File: src/rtl/nstk_pkg.sv
package nstk_pkg;

    localparam int NIB_W   = 4;
    localparam int DADDR_W = 8;
    localparam logic [DADDR_W-1:0] RESULT_ADDR = 8'h00;

    typedef enum logic [1:0] {
        SQ_IDLE,
        SQ_WRITE,
        SQ_READ,
        SQ_FIN
    } seq_st_e;

    typedef enum logic [2:0] {
        FLT_NONE  = 3'b000,
        FLT_OVER  = 3'b110,
        FLT_UNDER = 3'b111
    } fault_e;

    typedef struct packed {
        logic               wr;
        logic               rd;
        logic [DADDR_W-1:0] addr;
        logic [NIB_W-1:0]   data;
    } mem_req_t;

    function automatic logic [DADDR_W-1:0] frame_base(int page, int nibs, int slot);
        return DADDR_W'(page + nibs * slot);
    endfunction

endpackage

File: src/rtl/nstk_ptr.sv
module nstk_ptr #(
    parameter int MAX_LEVELS = 5,
    localparam int SP_W = $clog2(MAX_LEVELS + 1)
) (
    input  logic            clk,
    input  logic            rst,
    input  logic            inc,
    input  logic            dec,
    output logic [SP_W-1:0] sp,
    output logic            full,
    output logic            empty
);

    always_ff @(posedge clk) begin
        if (rst)
            sp <= '0;
        else if (inc)
            sp <= sp + 1'b1;
        else if (dec)
            sp <= sp - 1'b1;
    end

    assign full  = (sp == SP_W'(MAX_LEVELS));
    assign empty = (sp == '0);

    // depth bounded by the level limit
    p_depth_bound_r5: assert property (@(posedge clk) disable iff (rst)
        sp <= SP_W'(MAX_LEVELS));

    // no increment at the limit, no decrement at zero
    p_no_wrap_r5: assert property (@(posedge clk) disable iff (rst)
        !(inc && full) && !(dec && empty));

endmodule

File: src/rtl/nstk_fault.sv
module nstk_fault
    import nstk_pkg::*;
(
    input  logic       clk,
    input  logic       rst,
    input  logic       set_over,
    input  logic       set_under,
    output logic       halted,
    output logic [2:0] code
);

    fault_e code_q;

    always_ff @(posedge clk) begin
        if (rst) begin
            halted <= 1'b0;
            code_q <= FLT_NONE;
        end else if (!halted) begin
            if (set_over) begin
                halted <= 1'b1;
                code_q <= FLT_OVER;
            end else if (set_under) begin
                halted <= 1'b1;
                code_q <= FLT_UNDER;
            end
        end
    end

    assign code = code_q;

    // halt and code latched until reset
    p_halt_sticky_r8: assert property (@(posedge clk) disable iff (rst)
        halted |=> halted && $stable(code));

    // only the two fault codes while halted
    p_code_value_r6: assert property (@(posedge clk) disable iff (rst)
        halted |-> (code == 3'b110 || code == 3'b111));

    // quiet code when running
    p_code_clear_r11: assert property (@(posedge clk) disable iff (rst)
        !halted |-> code == 3'b000);

endmodule

File: src/rtl/nstk_seq.sv
module nstk_seq
    import nstk_pkg::*;
#(
    parameter int ADDR_W     = 12,
    parameter int MAX_LEVELS = 5,
    parameter int STACK_BASE = 16,
    localparam int NIBS  = ADDR_W / NIB_W,
    localparam int IDX_W = (NIBS > 1) ? $clog2(NIBS) : 1
) (
    input  logic               clk,
    input  logic               rst,
    input  logic               start_push,
    input  logic               start_pop,
    input  logic [DADDR_W-1:0] base_in,
    input  logic [ADDR_W-1:0]  push_addr,
    input  logic [NIB_W-1:0]   literal,
    input  logic [NIB_W-1:0]   mem_rd_data,
    output mem_req_t           mem_req,
    output logic               push_done,
    output logic               busy,
    output logic [ADDR_W-1:0]  ret_addr,
    output logic               ret_valid
);

    seq_st_e                       state_q;
    logic [IDX_W-1:0]              idx_q;
    logic [DADDR_W-1:0]            base_q;
    logic [ADDR_W-1:0]             addr_q;
    logic [NIB_W-1:0]              lit_q;
    logic [NIBS-2:0][NIB_W-1:0]    nib_q;
    logic [NIB_W-1:0]              wr_nib;
    logic                          last_idx;

    assign last_idx = (idx_q == IDX_W'(NIBS - 1));

    always_ff @(posedge clk) begin
        if (rst) begin
            state_q <= SQ_IDLE;
            idx_q   <= '0;
            base_q  <= '0;
            addr_q  <= '0;
            lit_q   <= '0;
        end else begin
            case (state_q)
                SQ_IDLE: begin
                    idx_q <= '0;
                    if (start_push) begin
                        state_q <= SQ_WRITE;
                        base_q  <= base_in;
                        addr_q  <= push_addr;
                    end else if (start_pop) begin
                        state_q <= SQ_READ;
                        base_q  <= base_in;
                        lit_q   <= literal;
                    end
                end
                SQ_WRITE: begin
                    if (last_idx) state_q <= SQ_IDLE;
                    else          idx_q   <= idx_q + 1'b1;
                end
                SQ_READ: begin
                    if (last_idx) state_q <= SQ_FIN;
                    else          idx_q   <= idx_q + 1'b1;
                end
                default: state_q <= SQ_IDLE;
            endcase
        end
    end

    // capture of nibbles returned one cycle after each read
    for (genvar g = 0; g < NIBS - 1; g++) begin : g_cap
        always_ff @(posedge clk) begin
            if (rst)
                nib_q[g] <= '0;
            else if (state_q == SQ_READ && idx_q == IDX_W'(g + 1))
                nib_q[g] <= mem_rd_data;
        end
    end

    always_comb begin
        wr_nib = '0;
        for (int i = 0; i < NIBS; i++)
            if (idx_q == IDX_W'(i)) wr_nib = addr_q[i*NIB_W +: NIB_W];
    end

    always_comb begin
        mem_req = '0;
        case (state_q)
            SQ_WRITE: begin
                mem_req.wr   = 1'b1;
                mem_req.addr = base_q + DADDR_W'(idx_q);
                mem_req.data = wr_nib;
            end
            SQ_READ: begin
                mem_req.rd   = 1'b1;
                mem_req.addr = base_q + DADDR_W'(idx_q);
            end
            SQ_FIN: begin
                mem_req.wr   = 1'b1;
                mem_req.addr = RESULT_ADDR;
                mem_req.data = lit_q;
            end
            default: mem_req = '0;
        endcase
    end

    assign ret_addr  = {mem_rd_data, nib_q};
    assign ret_valid = (state_q == SQ_FIN);
    assign busy      = (state_q != SQ_IDLE);
    assign push_done = (state_q == SQ_WRITE) && last_idx;

    // accesses stay inside the used frames or the result register
    p_access_window_r5: assert property (@(posedge clk) disable iff (rst)
        (mem_req.wr || mem_req.rd) |->
            (mem_req.addr == RESULT_ADDR) ||
            (mem_req.addr >= DADDR_W'(STACK_BASE) &&
             mem_req.addr <  DADDR_W'(STACK_BASE + NIBS * MAX_LEVELS)));

    // return pulse lasts one cycle
    p_ret_pulse_r3: assert property (@(posedge clk) disable iff (rst)
        ret_valid |=> !ret_valid);

    // literal write coincides with the return pulse
    p_lit_write_r4: assert property (@(posedge clk) disable iff (rst)
        ret_valid |-> mem_req.wr && mem_req.addr == RESULT_ADDR);

endmodule

File: src/rtl/nibble_call_stack.sv
module nibble_call_stack
    import nstk_pkg::*;
#(
    parameter int ADDR_W     = 12,
    parameter int MAX_LEVELS = 5,
    parameter int STACK_BASE = 16
) (
    input  logic                clk,
    input  logic                rst,
    input  logic                push_req,
    input  logic                pop_req,
    input  logic [ADDR_W-1:0]   push_addr,
    input  logic [NIB_W-1:0]    ret_literal,
    output logic [ADDR_W-1:0]   ret_addr,
    output logic                ret_valid,
    output logic                busy,
    output logic                halted,
    output logic [2:0]          err_code,
    output logic [DADDR_W-1:0]  mem_addr,
    output logic                mem_wr_en,
    output logic [NIB_W-1:0]    mem_wr_data,
    output logic                mem_rd_en,
    input  logic [NIB_W-1:0]    mem_rd_data
);

    localparam int NIBS = ADDR_W / NIB_W;
    localparam int SP_W = $clog2(MAX_LEVELS + 1);

    logic [SP_W-1:0]    sp;
    logic               full, empty, idle;
    logic               acc_push, acc_pop, ovf, unf, push_done;
    logic [DADDR_W-1:0] base_sel;
    mem_req_t           mem_req;

    assign idle     = !busy && !halted;
    assign acc_push = idle && push_req && !full;
    assign ovf      = idle && push_req && full;
    assign acc_pop  = idle && !push_req && pop_req && !empty;
    assign unf      = idle && !push_req && pop_req && empty;

    assign base_sel = push_req ? frame_base(STACK_BASE, NIBS, int'(sp))
                               : frame_base(STACK_BASE, NIBS, int'(sp) - 1);

    nstk_ptr #(.MAX_LEVELS(MAX_LEVELS)) u_ptr (
        .clk   (clk),
        .rst   (rst),
        .inc   (push_done),
        .dec   (acc_pop),
        .sp    (sp),
        .full  (full),
        .empty (empty)
    );

    nstk_fault u_fault (
        .clk       (clk),
        .rst       (rst),
        .set_over  (ovf),
        .set_under (unf),
        .halted    (halted),
        .code      (err_code)
    );

    nstk_seq #(
        .ADDR_W     (ADDR_W),
        .MAX_LEVELS (MAX_LEVELS),
        .STACK_BASE (STACK_BASE)
    ) u_seq (
        .clk         (clk),
        .rst         (rst),
        .start_push  (acc_push),
        .start_pop   (acc_pop),
        .base_in     (base_sel),
        .push_addr   (push_addr),
        .literal     (ret_literal),
        .mem_rd_data (mem_rd_data),
        .mem_req     (mem_req),
        .push_done   (push_done),
        .busy        (busy),
        .ret_addr    (ret_addr),
        .ret_valid   (ret_valid)
    );

    assign mem_addr    = mem_req.addr;
    assign mem_wr_en   = mem_req.wr;
    assign mem_wr_data = mem_req.data;
    assign mem_rd_en   = mem_req.rd;

    // halted controller is silent
    p_halt_quiet_r8: assert property (@(posedge clk) disable iff (rst)
        halted |-> !mem_wr_en && !mem_rd_en && !busy);

    // push on a full stack stops with the overflow code
    p_overflow_r6: assert property (@(posedge clk) disable iff (rst)
        (push_req && !busy && !halted && full) |=> halted && err_code == 3'b110);

    // pop on an empty stack stops with the underflow code
    p_underflow_r7: assert property (@(posedge clk) disable iff (rst)
        (pop_req && !push_req && !busy && !halted && empty)
            |=> halted && err_code == 3'b111);

    // no memory traffic while idle
    p_idle_quiet_r11: assert property (@(posedge clk) disable iff (rst)
        !busy |-> !mem_wr_en && !mem_rd_en && !ret_valid);

endmodule

File: config.mk
export PLATFORM = sky130hd
export DESIGN_NAME = nibble_call_stack
export DESIGN_NICKNAME = d
export VERILOG_FILES = /design/src/rtl/nstk_pkg.sv /design/src/rtl/nstk_ptr.sv /design/src/rtl/nstk_fault.sv /design/src/rtl/nstk_seq.sv /design/src/rtl/nibble_call_stack.sv
export SDC_FILE = /design/constraint.sdc
export NUM_CORES = 1
export LEC_CHECK = 0
export BUFFER_PORTS_ARGS = -buffer_cell sky130_fd_sc_hd__buf_4
export CAP_MARGIN = 20
export CORE_ASPECT_RATIO = 2
export CORE_UTILIZATION = 50
export CTS_BUF_LIST = sky130_fd_sc_hd__clkbuf_4 sky130_fd_sc_hd__clkbuf_8 sky130_fd_sc_hd__clkbuf_16
export DETAILED_ROUTE_END_ITERATION = 6
export MAX_ROUTING_LAYER = met4
export PLACE_DENSITY = 0.73
export SLEW_MARGIN = 20
export SYNTH_ARGS = -nofsm -noshare
export SYNTH_HDL_FRONTEND = slang
export SYNTH_SLANG_ARGS = --single-unit
File: constraint.sdc
create_clock -name clk -period 8.86 [get_ports clk]
set_clock_uncertainty 0.15 [all_clocks]
set_input_delay 0 -clock clk [delete_from_list [all_inputs] [get_ports clk]]
set_output_delay 0 -clock clk [all_outputs]
set_load 0.05 [all_outputs]
Word level (Yosys, flattened, before mapping)
Index checks and enable logic that the tools add are counted.
- add/subtract/negate cells: 7
- multipliers: 2
- eq/ne operators: 10
- multiplexer cells: 24
- bitwise gates (word level): 2
- reduce and logical (&&, ||, !) cells: 32
- operators with widths (operator ; count):
    8-bit two-way mux ; 4
    3-bit two-way mux ; 4
    4-bit two-way mux ; 3
    1-bit logical AND ; 11
    2-bit two-way mux ; 5
    2-bit nonzero test ; 5
    6-bit by 7-bit adder with 8-bit output (first input constant) ; 1
    8-bit by 2-bit adder with 8-bit output ; 1
    4-bit case mux with 2 select lines ; 1
    2-bit AND reduction ; 4
    3-bit by 4-bit multiplier with 7-bit output (first input constant) ; 1
    5-bit by 5-bit adder with 6-bit output (first input constant) ; 1
    2-bit == test (second input constant) ; 3
    2-bit case mux with 3 select lines ; 1
    3-bit AND reduction ; 2
    1-bit logical NOT ; 5
    2-bit by 3-bit multiplier with 5-bit output (first input constant) ; 1
    1-bit two-way mux ; 5
    2-bit by 1-bit == test with 1-bit output (second input constant) ; 2
    2-bit logical NOT ; 2
    2-bit by 1-bit != test with 1-bit output (second input constant) ; 2
    2-bit case mux with 2 select lines ; 1
    2-bit OR reduction ; 2
    3-bit by 1-bit subtractor with 4-bit output (second input constant) ; 1
    other kinds (8) ; 9
- register bits after elaboration: 43
- output and inout port bits: 32
- word-level logic and storage cells: 87

Logic depth before layout (Yosys ltp)
Gate-level depths: netlist (run 1).
- depth in word-level cells: 9
- mapped depth: 14
- gate-level depth less buffers: 14

Modules after synthesis
A second synthesis (run 1) with hierarchy kept.
- cell total of the unflattened synthesis: 305
- area, all modules: 2516.2 um^2
- modules (own cells, without submodules) (module ; times used ; cells each ; area an instance (um^2) ; seq. area each (um^2)):
    nstk_seq ; 1 ; 220 ; 1786.7 ; 720.7
    nibble_call_stack ; 1 ; 53 ; 447.9 ; 0.0
    nstk_ptr ; 1 ; 19 ; 160.2 ; 60.1
    nstk_fault ; 1 ; 13 ; 121.4 ; 60.1

Worst setup path after synthesis (run 1)
Ideal clock, no wire load.
- path type: flip-flop to flip-flop
- from: reg u_ptr.sp[0]
- to: reg u_seq.base_q[7]
- library setup time: 70 ps
- arrival: 2805 ps
- required time: 8640 ps
- path slack: 5835 ps
- cell stages (with the launch flop): 15
- cells stage by stage: dfxtp_1 > inv_1 > ha_1 > xor2_1 > ha_1 > inv_1 > fa_1 > inv_1 > ha_1 > inv_1 > fa_1 > nor2b_1 > nor3_1 > nand3b_1 > a21oi_1
- longest elaborated chain between the ends: 6
- RTL lines (what ; RTL line ; source):
    from (decl) ; nstk_ptr.sv:9 ; output logic [SP_W-1:0] sp,
    from (signal assigned) ; nstk_ptr.sv:18 ; sp <= sp + 1'b1;
    from (signal assigned) ; nstk_ptr.sv:20 ; sp <= sp - 1'b1;
    3-bit by 1-bit subtractor with 4-bit output ; nibble_call_stack.sv:42 ; : frame_base(STACK_BASE, NIBS, int'(sp) - 1);
    3-bit by 4-bit multiplier with 7-bit output ; nstk_pkg.sv:28 ; return DADDR_W'(page + nibs * slot);
    6-bit by 7-bit adder with 8-bit output ; nstk_pkg.sv:28 ;
    8-bit two-way mux ; nibble_call_stack.sv:41 ; assign base_sel = push_req ? frame_base(STACK_BASE, NIBS, int'(sp))
    8-bit two-way mux ; nstk_seq.sv:51 ; end else if (start_pop) begin
    8-bit two-way mux ; nstk_seq.sv:47 ; if (start_push) begin
    to (signal assigned) ; nstk_seq.sv:49 ; base_q <= base_in;
    to (signal assigned) ; nstk_seq.sv:53 ; base_q <= base_in;
    to (decl) ; nstk_seq.sv:27 ; logic [DADDR_W-1:0] base_q;
Parallel ways exist; a longest one is shown, timed or not. The select of a mux whose other input is x is not followed.
A chain may end at the register's enable or synchronous reset.

Worst setup path in the final report (run 1)
Ends and elaborated chain as after synthesis.

==> results.py, run 1 <==
metrics = {
    "run_status": {
        "status": "finished clean",
    },
    "grt": {
        "grt_pass1_vias": 2144,
        "grt_max_degree": 43,
        "antenna_found_initial": 0,
        "grt_first_pass_wirelength_mm": 9.177,
        "grt_use_total_pct": 23.54,
        "gr-total-overflow": 0,
    },
    "detailed_routing": {
        "vias": 2289,
        "postRouteAntennaNets": 0,
        "wl_per_cell_um": 13.56,
        "routed_wl_mm": 5.884,
        "drt_iter0_drc": 38,
        "post-route-drc-count": 0,
        "first_pass_iters": 4,
        "vias_per_cell": 5.274,
    },
    "clocking": {
        "clock-sinks": 42,
        "tritoncts": "built",
        "clk_latency_ps": 290,
        "cts.repair.resized": 0,
        "cts_made_buffers": 5,
        "clkTransAtPathRegs_ps": 80,
        "cts_root_buffer": "clkbuf_8",
        "post_cts_buffers": 0,
        "cts_buffer_depth": 2,
        "cts_hold_buf": 22,
        "h-tree-depth": 2,
    },
    "sta": {
        "setup_tns_ps": 0,
        "min_period_ps": 3385,
        "setup_viol": 0,
        "fmax_ghz": 0.2954,
        "report.final.slew_viol_count": 0,
        "max-slew-margin-rel_pct": 48.80,
        "worst_pin_slew_ps": 765.2,
        "fin_crit_sh_pct": 38.21,
        "rsz0062_at_grt": "no",
        "hold_violations": 0,
    },
    "floorplan": {
        "start_util_pct": 52.04,
        "fp.dieW_um": 52.55,
        "die_area_um2": 5417,
        "die_y_um": 103.1,
        "ios": 56,
        "core_um2": 4910,
        "fp-row-count": 36,
    },
    "layout": {
        "final_cell_area_um2": 3259,
        "drive_gt1_share_pct": 19.10,
        "diodes": 0,
        "final_cell_mix": "55 x buf_4, 52 x nand2_1, 42 x dfxtp_1",
        "fin_nets": 430,
        "nFillCells": 433,
        "layout_commonest_cell": "buf_4",
        "area_delta_synth_final_pct": 27.57,
    },
    "placement": {
        "place_area_um2": 2944,
        "dp_hpwl_mm": 4.319,
        "place.gp.congestion": 0.8411,
        "io_buffers": 55,
    },
    "synth": {
        "yosys_warnings": 0,
        "synth-seq-cells": 42,
        "seq_area_frac_synth_pct": 32.91,
        "synth_edf_count": 0,
        "async_flop_share_pct": 0,
        "synth_area_um2": 2555,
        "synth_nets": 364,
        "synthCells": 310,
        "synth.distinct_cells": 42,
        "avgSynthCellArea_um2": 8.242,
        "synthFlopType": "dfxtp_1",
    },
    "worst_setup_path": {
        "max_stage_delay_ps": 530,
        "cp-end-kind": "flip-flop",
        "worstSetupPathType": "reg2reg",
        "critPathLaunchType": "flip-flop",
        "path_cells": "inv_1 > ha_1 > xor2_1 > ha_1 > inv_1 > fa_1 > inv_1 > ha_1 > inv_1 > fa_1 > nor2b_1 > nor3_1 > nand3b_1 > a21oi_1",
        "crit_top_cell": "inv_1",
        "worstPathArrival_ps": 3460,
        "cp_max_fo": 7,
        "worstPathRequired_ps": 8940,
        "slowest_stage": "dfxtp_1",
        "critical_path.top_delay_family": "adder cells",
        "worstPathBufferInverterCount": 4,
    },
    "min_path": {
        "hold_class": "in2reg",
    },
    "job": {
        "drv_cap": 0,
    },
    "power_and_ir_drop": {
        "peakVddDrop_v": 0.0001357,
        "leakagePower_nw": 1.385,
        "power_density_nw_per_um2": 209.9,
    },
}
==> path summary, 6_finish.rpt <==
check / slack [ps] / startpoint / to / depth (start not counted)
max: 5470 / u_ptr.sp[0] / u_seq.base_q[7] / 14
max reg2reg: 5470 / u_ptr.sp[0] / u_seq.base_q[7] / 14
min: 40 / pop_req / u_fault.code[0] / 5
min reg2reg: 310 / u_seq.addr_q[1] / u_seq.addr_q[1] / 2
==> per-stage QoR <==
step           hold WS (ps)  setup slack (ps)  util, %  power, mW  cells
2_1_floorplan        -14.04              5835        -     0.4758    310
3_3_place_gp          104.0              5673    59.96     0.5454    404
3_5_place_dp          107.7              5519    59.96     0.5527    404
4_1_cts               39.95              5498    66.39     0.6886    434
5_1_grt               58.44              5248    66.39     0.7278    434
6_report              40.95              5475    66.39     0.6841    434
==> cell usage after synthesis, types with 2 or more instances <==
master     n  area [um2]
a22o_1     4       35.03
clkbuf_1   9       33.78
dfxtp_1   42       840.8
nand2_1   52       195.2
nand3_1   11       55.05
ha_1      25       312.8
fa_1       5       100.1
buf_4      7       52.55
nor2b_1    7       43.79
nor2_1    23       86.33
a21oi_1   39       195.2
nand2b_1   2       12.51
inv_1     23       86.33
nor3_1     3       15.01
a211oi_1   3       22.52
o21ai_0   11       55.05
and3b_1    4       35.03
mux2i_1    5       50.05
xor2_1     4       35.03
xnor2_1    8       70.07
and2_1     2       12.51
==> worst register-to-register path: stages, from the launching register on <==
cell and delay, ps:
dfxtp_1 530, inv_1 170, ha_1 240, xor2_1 260
ha_1 220, inv_1 50, fa_1 440, inv_1 80
ha_1 160, inv_1 60, fa_1 430, nor2b_1 170
nor3_1 60, nand3b_1 180, a21oi_1 120
==> cells by family after synthesis <==
logic type | count (synthesis) | synth area share, %
simple gates | 115 | 22.33
compound gates | 65 | 15.43
flops | 42 | 32.91
buf+inv | 41 | 7.100
fa+ha+maj | 30 | 16.16
xor+xnor | 12 | 4.114
mux | 5 | 1.959
==> routing by layer <==
metal	track usage [%]	part of all wire [%]	vias to the layer above
met5	-	0	-
met4	11.94	3.2	0
met3	2.802	2.5	14
met2	45.96	58	55
met1	20.58	36	1067
li1	-	-	1153
==> report_power, final <==
part,switching [mW],internal (mW)
Combinational,0.201,0.115
Clock,0.0654,0.0626
Sequential,0.0243,0.216
==> area by class of cell <==
class	count	area (um2)	share of cell area, %
multi-input combinational	227	1533	47.02
sequential	42	840.8	25.80
timing repair buffer	77	633.1	19.42
inverter	23	86.33	2.649
clock buffer	6	82.58	2.534
tap	57	71.32	2.188
clock inverter	2	12.51	0.3839
==> registers in the layout (all words and copies together) (netlist names) <==
name,count
u_fault.code,2
u_fault.halted,1
u_ptr.sp,3
u_seq.addr_q,12
u_seq.base_q,8
u_seq.idx_q,2
u_seq.lit_q,4
u_seq.ret_addr,8
u_seq.state_q,2
No activity file was read; power rests on OpenSTA's default activity.
==> run 2: changes to the inputs <==
clock period = 3.4 ns   (was 8.86 ns; I/O delays follow)
==> run 2 against run 1 <==
Net effect:
- sequential share of layout area is 1.2 points lower
- global-route usage up 3.2 points
- setup slack worse by 5200 ps
- die area is the same
- hold slack worse by 16 ps
- clock power rose to 2.7 times the previous value
- clock-buffer cell count grew 1
- via count is 2.0% higher
- maximum frequency grew 9.1%
==> results.py, run 2 (same netlist as run 1, synthesis figures left out) <==
metrics = {
    "worst_setup_path": {
        "critPathLaunchType": "flip-flop",
        "cp-end-kind": "flip-flop",
        "worstPathRequired_ps": 3490,
        "worstPathArrival_ps": 3190,
        "worstSetupPathType": "reg2reg",
        "cp_max_fo": 6,
    },
    "sta": {
        "report.final.slew_viol_count": 0,
        "hold_ws_ps": 24.99,
        "worst_pin_slew_ps": 818.6,
        "fin_crit_sh_pct": 91.24,
        "setup_viol": 0,
        "hold_violations": 0,
        "rsz0062_at_grt": "no",
        "setup_tns_ps": 0,
        "max-slew-margin-rel_pct": 45.23,
        "fmax_ghz": 0.3223,
        "min_period_ps": 3102,
        "final.setup.worst_slack_ps": 297.7,
    },
    "grt": {
        "grt_use_total_pct": 26.78,
        "antenna_found_initial": 0,
        "gr-total-overflow": 0,
        "grt_pass1_vias": 2288,
        "grt_first_pass_wirelength_mm": 10.21,
        "grt_max_degree": 43,
    },
    "layout": {
        "nFillCells": 412,
        "diodes": 0,
        "multi_input_comb_area_um2": 1535,
        "area_delta_synth_final_pct": 33.79,
        "stdcell_count": 450,
        "postLayoutCoreUtil_pct": 69.62,
        "top_register": "u_seq.addr_q",
        "largest_reg_flops": 12,
        "final_cell_mix": "57 x buf_4, 52 x nand2_1, 41 x dfxtp_1",
        "fin_nets": 446,
        "seq_area_um2": 842.1,
        "drive_gt1_share_pct": 19.34,
        "layout_commonest_cell": "buf_4",
    },
    "job": {
        "drv_cap": 0,
    },
    "min_path": {
        "hold_class": "in2reg",
    },
    "clocking": {
        "post_cts_buffers": 0,
        "clkTransAtPathRegs_ps": 80,
        "clk_latency_ps": 300,
        "cts_root_buffer": "clkbuf_8",
        "cts_made_buffers": 5,
        "tritoncts": "built",
        "h-tree-depth": 2,
        "clock-sinks": 42,
        "cts_buffer_depth": 2,
    },
    "detailed_routing": {
        "post-route-drc-count": 0,
        "vias": 2334,
        "drt_iter0_drc": 43,
        "postRouteAntennaNets": 0,
        "vias_per_cell": 5.187,
        "first_pass_iters": 4,
        "routed_wl_mm": 6.297,
        "wl_per_cell_um": 13.99,
    },
    "power_and_ir_drop": {
        "peakVddDrop_v": 0.0004018,
        "power.internal_mw": 1.058,
        "p_seq_share_pct": 34.3,
        "power_density_nw_per_um2": 534.8,
        "power.switching_mw": 0.7696,
        "leakagePower_nw": 1.496,
        "switching_share_pct": 42.10,
        "p_clk_share_pct": 18.9,
        "combinationalPowerShare_pct": 46.7,
    },
    "placement": {
        "io_buffers": 55,
        "post-place-cells": 406,
        "place.gp.congestion": 0.8359,
        "dp_hpwl_mm": 4.410,
        "pre_cts_ws_ps": 169.5,
    },
    "floorplan": {
        "start_util_pct": 52.04,
        "die_area_um2": 5417,
        "ios": 56,
        "die_y_um": 103.1,
        "fp.dieW_um": 52.55,
        "core_um2": 4910,
        "fp-row-count": 36,
    },
    "run_status": {
        "status": "finished clean",
    },
}
## run 2: metrics by stage
step           cell area, um2  power [mW]
2_1_floorplan            2555       1.240
3_3_place_gp             2959       1.427
3_5_place_dp             2959       1.444
4_1_cts                  3415       1.832
5_1_grt                  3418       1.951
6_report                 3418       1.828
## run 2: area by class of cell
type | instances | area share [%]
inverter | 23 | 2.526
sequential | 42 | 24.63
clock inverter | 1 | 0.1464
timing repair buffer | 93 | 23.06
clock buffer | 7 | 2.635
multi-input combinational | 227 | 44.91
tap | 57 | 2.086
## run 2: repair_timing
action / CTS / global route
hold buffers: 36 / 0
gates resized for setup: 0 / 2
setup endpoints to repair: 0 / 3
endpoints found under the hold margin: 36 / 0
## run 2: path summary, 6_finish.rpt
kind	depth (start not counted)	to	slack (ps)	from
worst min-delay path	5	u_fault.code[0]	20	pop_req
worst min register to register	2	u_seq.ret_addr[3]	310	u_seq.ret_addr[3]
worst max register to register	14	u_seq.base_q[5]	300	u_ptr.sp[1]
worst max-delay path	14	u_seq.base_q[5]	300	u_ptr.sp[1]
## run 2: power groups by stage
stage / logic, mW / clock network (mW) / registers [mW]
6_report: 0.854 / 0.346 / 0.627
5_1_grt: 0.938 / 0.377 / 0.637
4_1_cts: 0.852 / 0.355 / 0.625
3_5_place_dp: 0.807 / 0 / 0.637
3_3_place_gp: 0.793 / 0 / 0.634
2_1_floorplan: 0.582 / 0 / 0.658
## run 2: critical path, cell delays in order (launching register included)
cell,delay (ps)
dfxtp_2,410
inv_1,130
ha_1,210
xor2_1,220
ha_1,210
inv_1,60
fa_1,440
inv_1,70
ha_1,160
inv_1,60
fa_1,420
xor2_1,150
o21ai_0,160
mux2i_1,90
nor2_1,90
## run 2: per-layer routing
layer  share of wire (%)  GRT usage, %
met1                  37         25.23
met3                 2.7         3.835
met2                  56         48.98
met5                   0             -
met4                 3.9         15.59
==> run 3: changes to the inputs <==
clock period = 2.9 ns   (was 3.4 ns; I/O delays follow)
==> run 3 against run 2 <==
Net effect:
- final area is 0.44% higher
- sequential power is 18% higher
- clock-buffer cell count is 1 lower
- global-route usage is 2.8 points lower
- critical path depth is 1 lower
- critical path type unchanged
- highest routed layer unchanged
==> results.py, run 3 (same netlist as run 1, synthesis figures left out) <==
metrics = {
    "power_and_ir_drop": {
        "power_density_nw_per_um2": 646.0,
        "leakagePower_nw": 1.463,
        "peakVddDrop_v": 0.0005247,
        "p_total_mw": 2.218,
    },
    "sta": {
        "hold_violations": 0,
        "fin_crit_sh_pct": 94.48,
        "worst_pin_slew_ps": 448.3,
        "report.final.slew_viol_count": 0,
        "fmax_ghz": 0.3650,
        "min_period_ps": 2740,
        "setup_viol": 0,
        "max-slew-margin-rel_pct": 70.11,
    },
    "worst_setup_path": {
        "worstSetupPathType": "reg2reg",
        "r2r_slack_ps": 160,
        "worstPathRequired_ps": 2920,
        "cp_max_fo": 4,
        "cp-end-kind": "flip-flop",
        "critPathCapture": "u_seq.base_q[4]",
        "critPathLaunchType": "flip-flop",
        "rr_startpoint": "u_ptr.sp[0]",
        "crit_start": "u_ptr.sp[0]",
        "r2r_end": "u_seq.base_q[4]",
        "rr_worst_depth": 13,
        "worstPathArrival_ps": 2760,
    },
    "detailed_routing": {
        "postRouteAntennaNets": 0,
        "vias_per_cell": 5.180,
        "routed_wl_mm": 6.177,
        "vias": 2300,
        "drt_iter0_drc": 30,
        "post-route-drc-count": 0,
        "wl_per_cell_um": 13.91,
        "first_pass_iters": 4,
    },
    "clocking": {
        "h-tree-depth": 2,
        "clkTransAtPathRegs_ps": 80,
        "cts_made_buffers": 5,
        "clock-sinks": 42,
        "cts_buffer_depth": 2,
        "cts_root_buffer": "clkbuf_8",
        "tritoncts": "built",
        "clk_latency_ps": 290,
    },
    "job": {
        "drv_cap": 0,
    },
    "layout": {
        "top_register": "u_seq.addr_q",
        "multi_input_comb_area_um2": 1602,
        "postLayoutCoreUtil_pct": 69.93,
        "layout_commonest_cell": "buf_4",
        "diodes": 0,
        "fin_nets": 440,
        "drive_gt1_share_pct": 24.55,
        "final_cell_area_um2": 3433,
        "area_delta_synth_final_pct": 34.38,
        "nFillCells": 415,
        "largest_reg_flops": 12,
        "final_cell_mix": "64 x buf_4, 52 x nand2_1, 39 x a21oi_1, 39 x dfxtp_1",
        "seq_area_um2": 844.6,
    },
    "floorplan": {
        "fp-row-count": 36,
        "fp.dieW_um": 52.55,
        "die_y_um": 103.1,
        "ios": 56,
        "die_area_um2": 5417,
        "start_util_pct": 52.04,
        "core_um2": 4910,
    },
    "grt": {
        "antenna_found_initial": 0,
        "grt_first_pass_wirelength_mm": 9.425,
        "grt_max_degree": 43,
        "grt_use_total_pct": 23.98,
        "grt_pass1_vias": 2111,
        "gr-total-overflow": 0,
    },
    "run_status": {
        "status": "finished clean",
    },
    "placement": {
        "place.gp.congestion": 0.8312,
        "place_area_um2": 3007,
        "dp_hpwl_mm": 4.504,
        "io_buffers": 55,
    },
    "min_path": {
        "hold_class": "in2reg",
    },
}
## run 3: report_power, final
part / total (mW) / internal, mW / switching (mW)
sequential: 0.738 / 0.661 / 0.0766
combinational: 1.01 / 0.383 / 0.629
clock: 0.468 / 0.266 / 0.202
## run 3: worst max-delay path, cell delays in order (launching register included)
cell	delay, ps
dfxtp_2	340
inv_4	80
ha_4	150
xor2_4	200
ha_4	160
inv_1	50
fa_1	420
inv_1	70
ha_2	180
inv_2	40
fa_2	510
inv_1	40
o21ai_1	140
a211oi_2	80
## run 3: through the flow
step / worst slack (ps) / hold WS (ps) / TNS, ps / std cells
2_1_floorplan: 0.6761 / -14.04 / 0 / 310
3_3_place_gp: 64.82 / 99.64 / 0 / 411
3_5_place_dp: -29.72 / 111.1 / -80.33 / 411
4_1_cts: -1.514 / 43.64 / -2.133 / 442
5_1_grt: -11.09 / 87.35 / -11.09 / 444
6_report: 160.1 / 47.65 / 0 / 444
## run 3: worst min path at each step
stage,depth (start not counted),end,startpoint,slack [ps]
floorplan,2,u_seq.addr_q[0],push_addr[0],-10
global placement,3,u_seq.addr_q[7],push_addr[7],100
detailed placement,3,u_seq.addr_q[11],push_addr[11],110
CTS,5,u_fault.code[0],pop_req,40
global route,5,u_seq.lit_q[1],pop_req,90
finish,5,u_fault.code[0],pop_req,50
## run 3: final cells by class
cell class	count	share of cell area, %
multi-input cells	227	46.65
flip-flops and latches	42	24.60
clock buffers	6	2.223
repair buffers	87	20.70
clock inverters	2	1.093
well taps	57	2.077
inverters	23	2.660
## run 3: metal layers
metal	global-route usage (%)	vias up	part of all wire (%)
met2	45.96	44	57
met5	-	-	0
met3	3.097	10	2.2
met4	7.895	0	2.2
li1	-	1175	-
met1	23.57	1071	38
## run 3: repair_timing
action                                  CTS  global route
setup buffers                             0             2
pin swaps                                 0             4
resized for setup                         2            17
hold buffers                             23             0
endpoints found under the hold margin    34             0
endpoints found under the setup margin    3             3
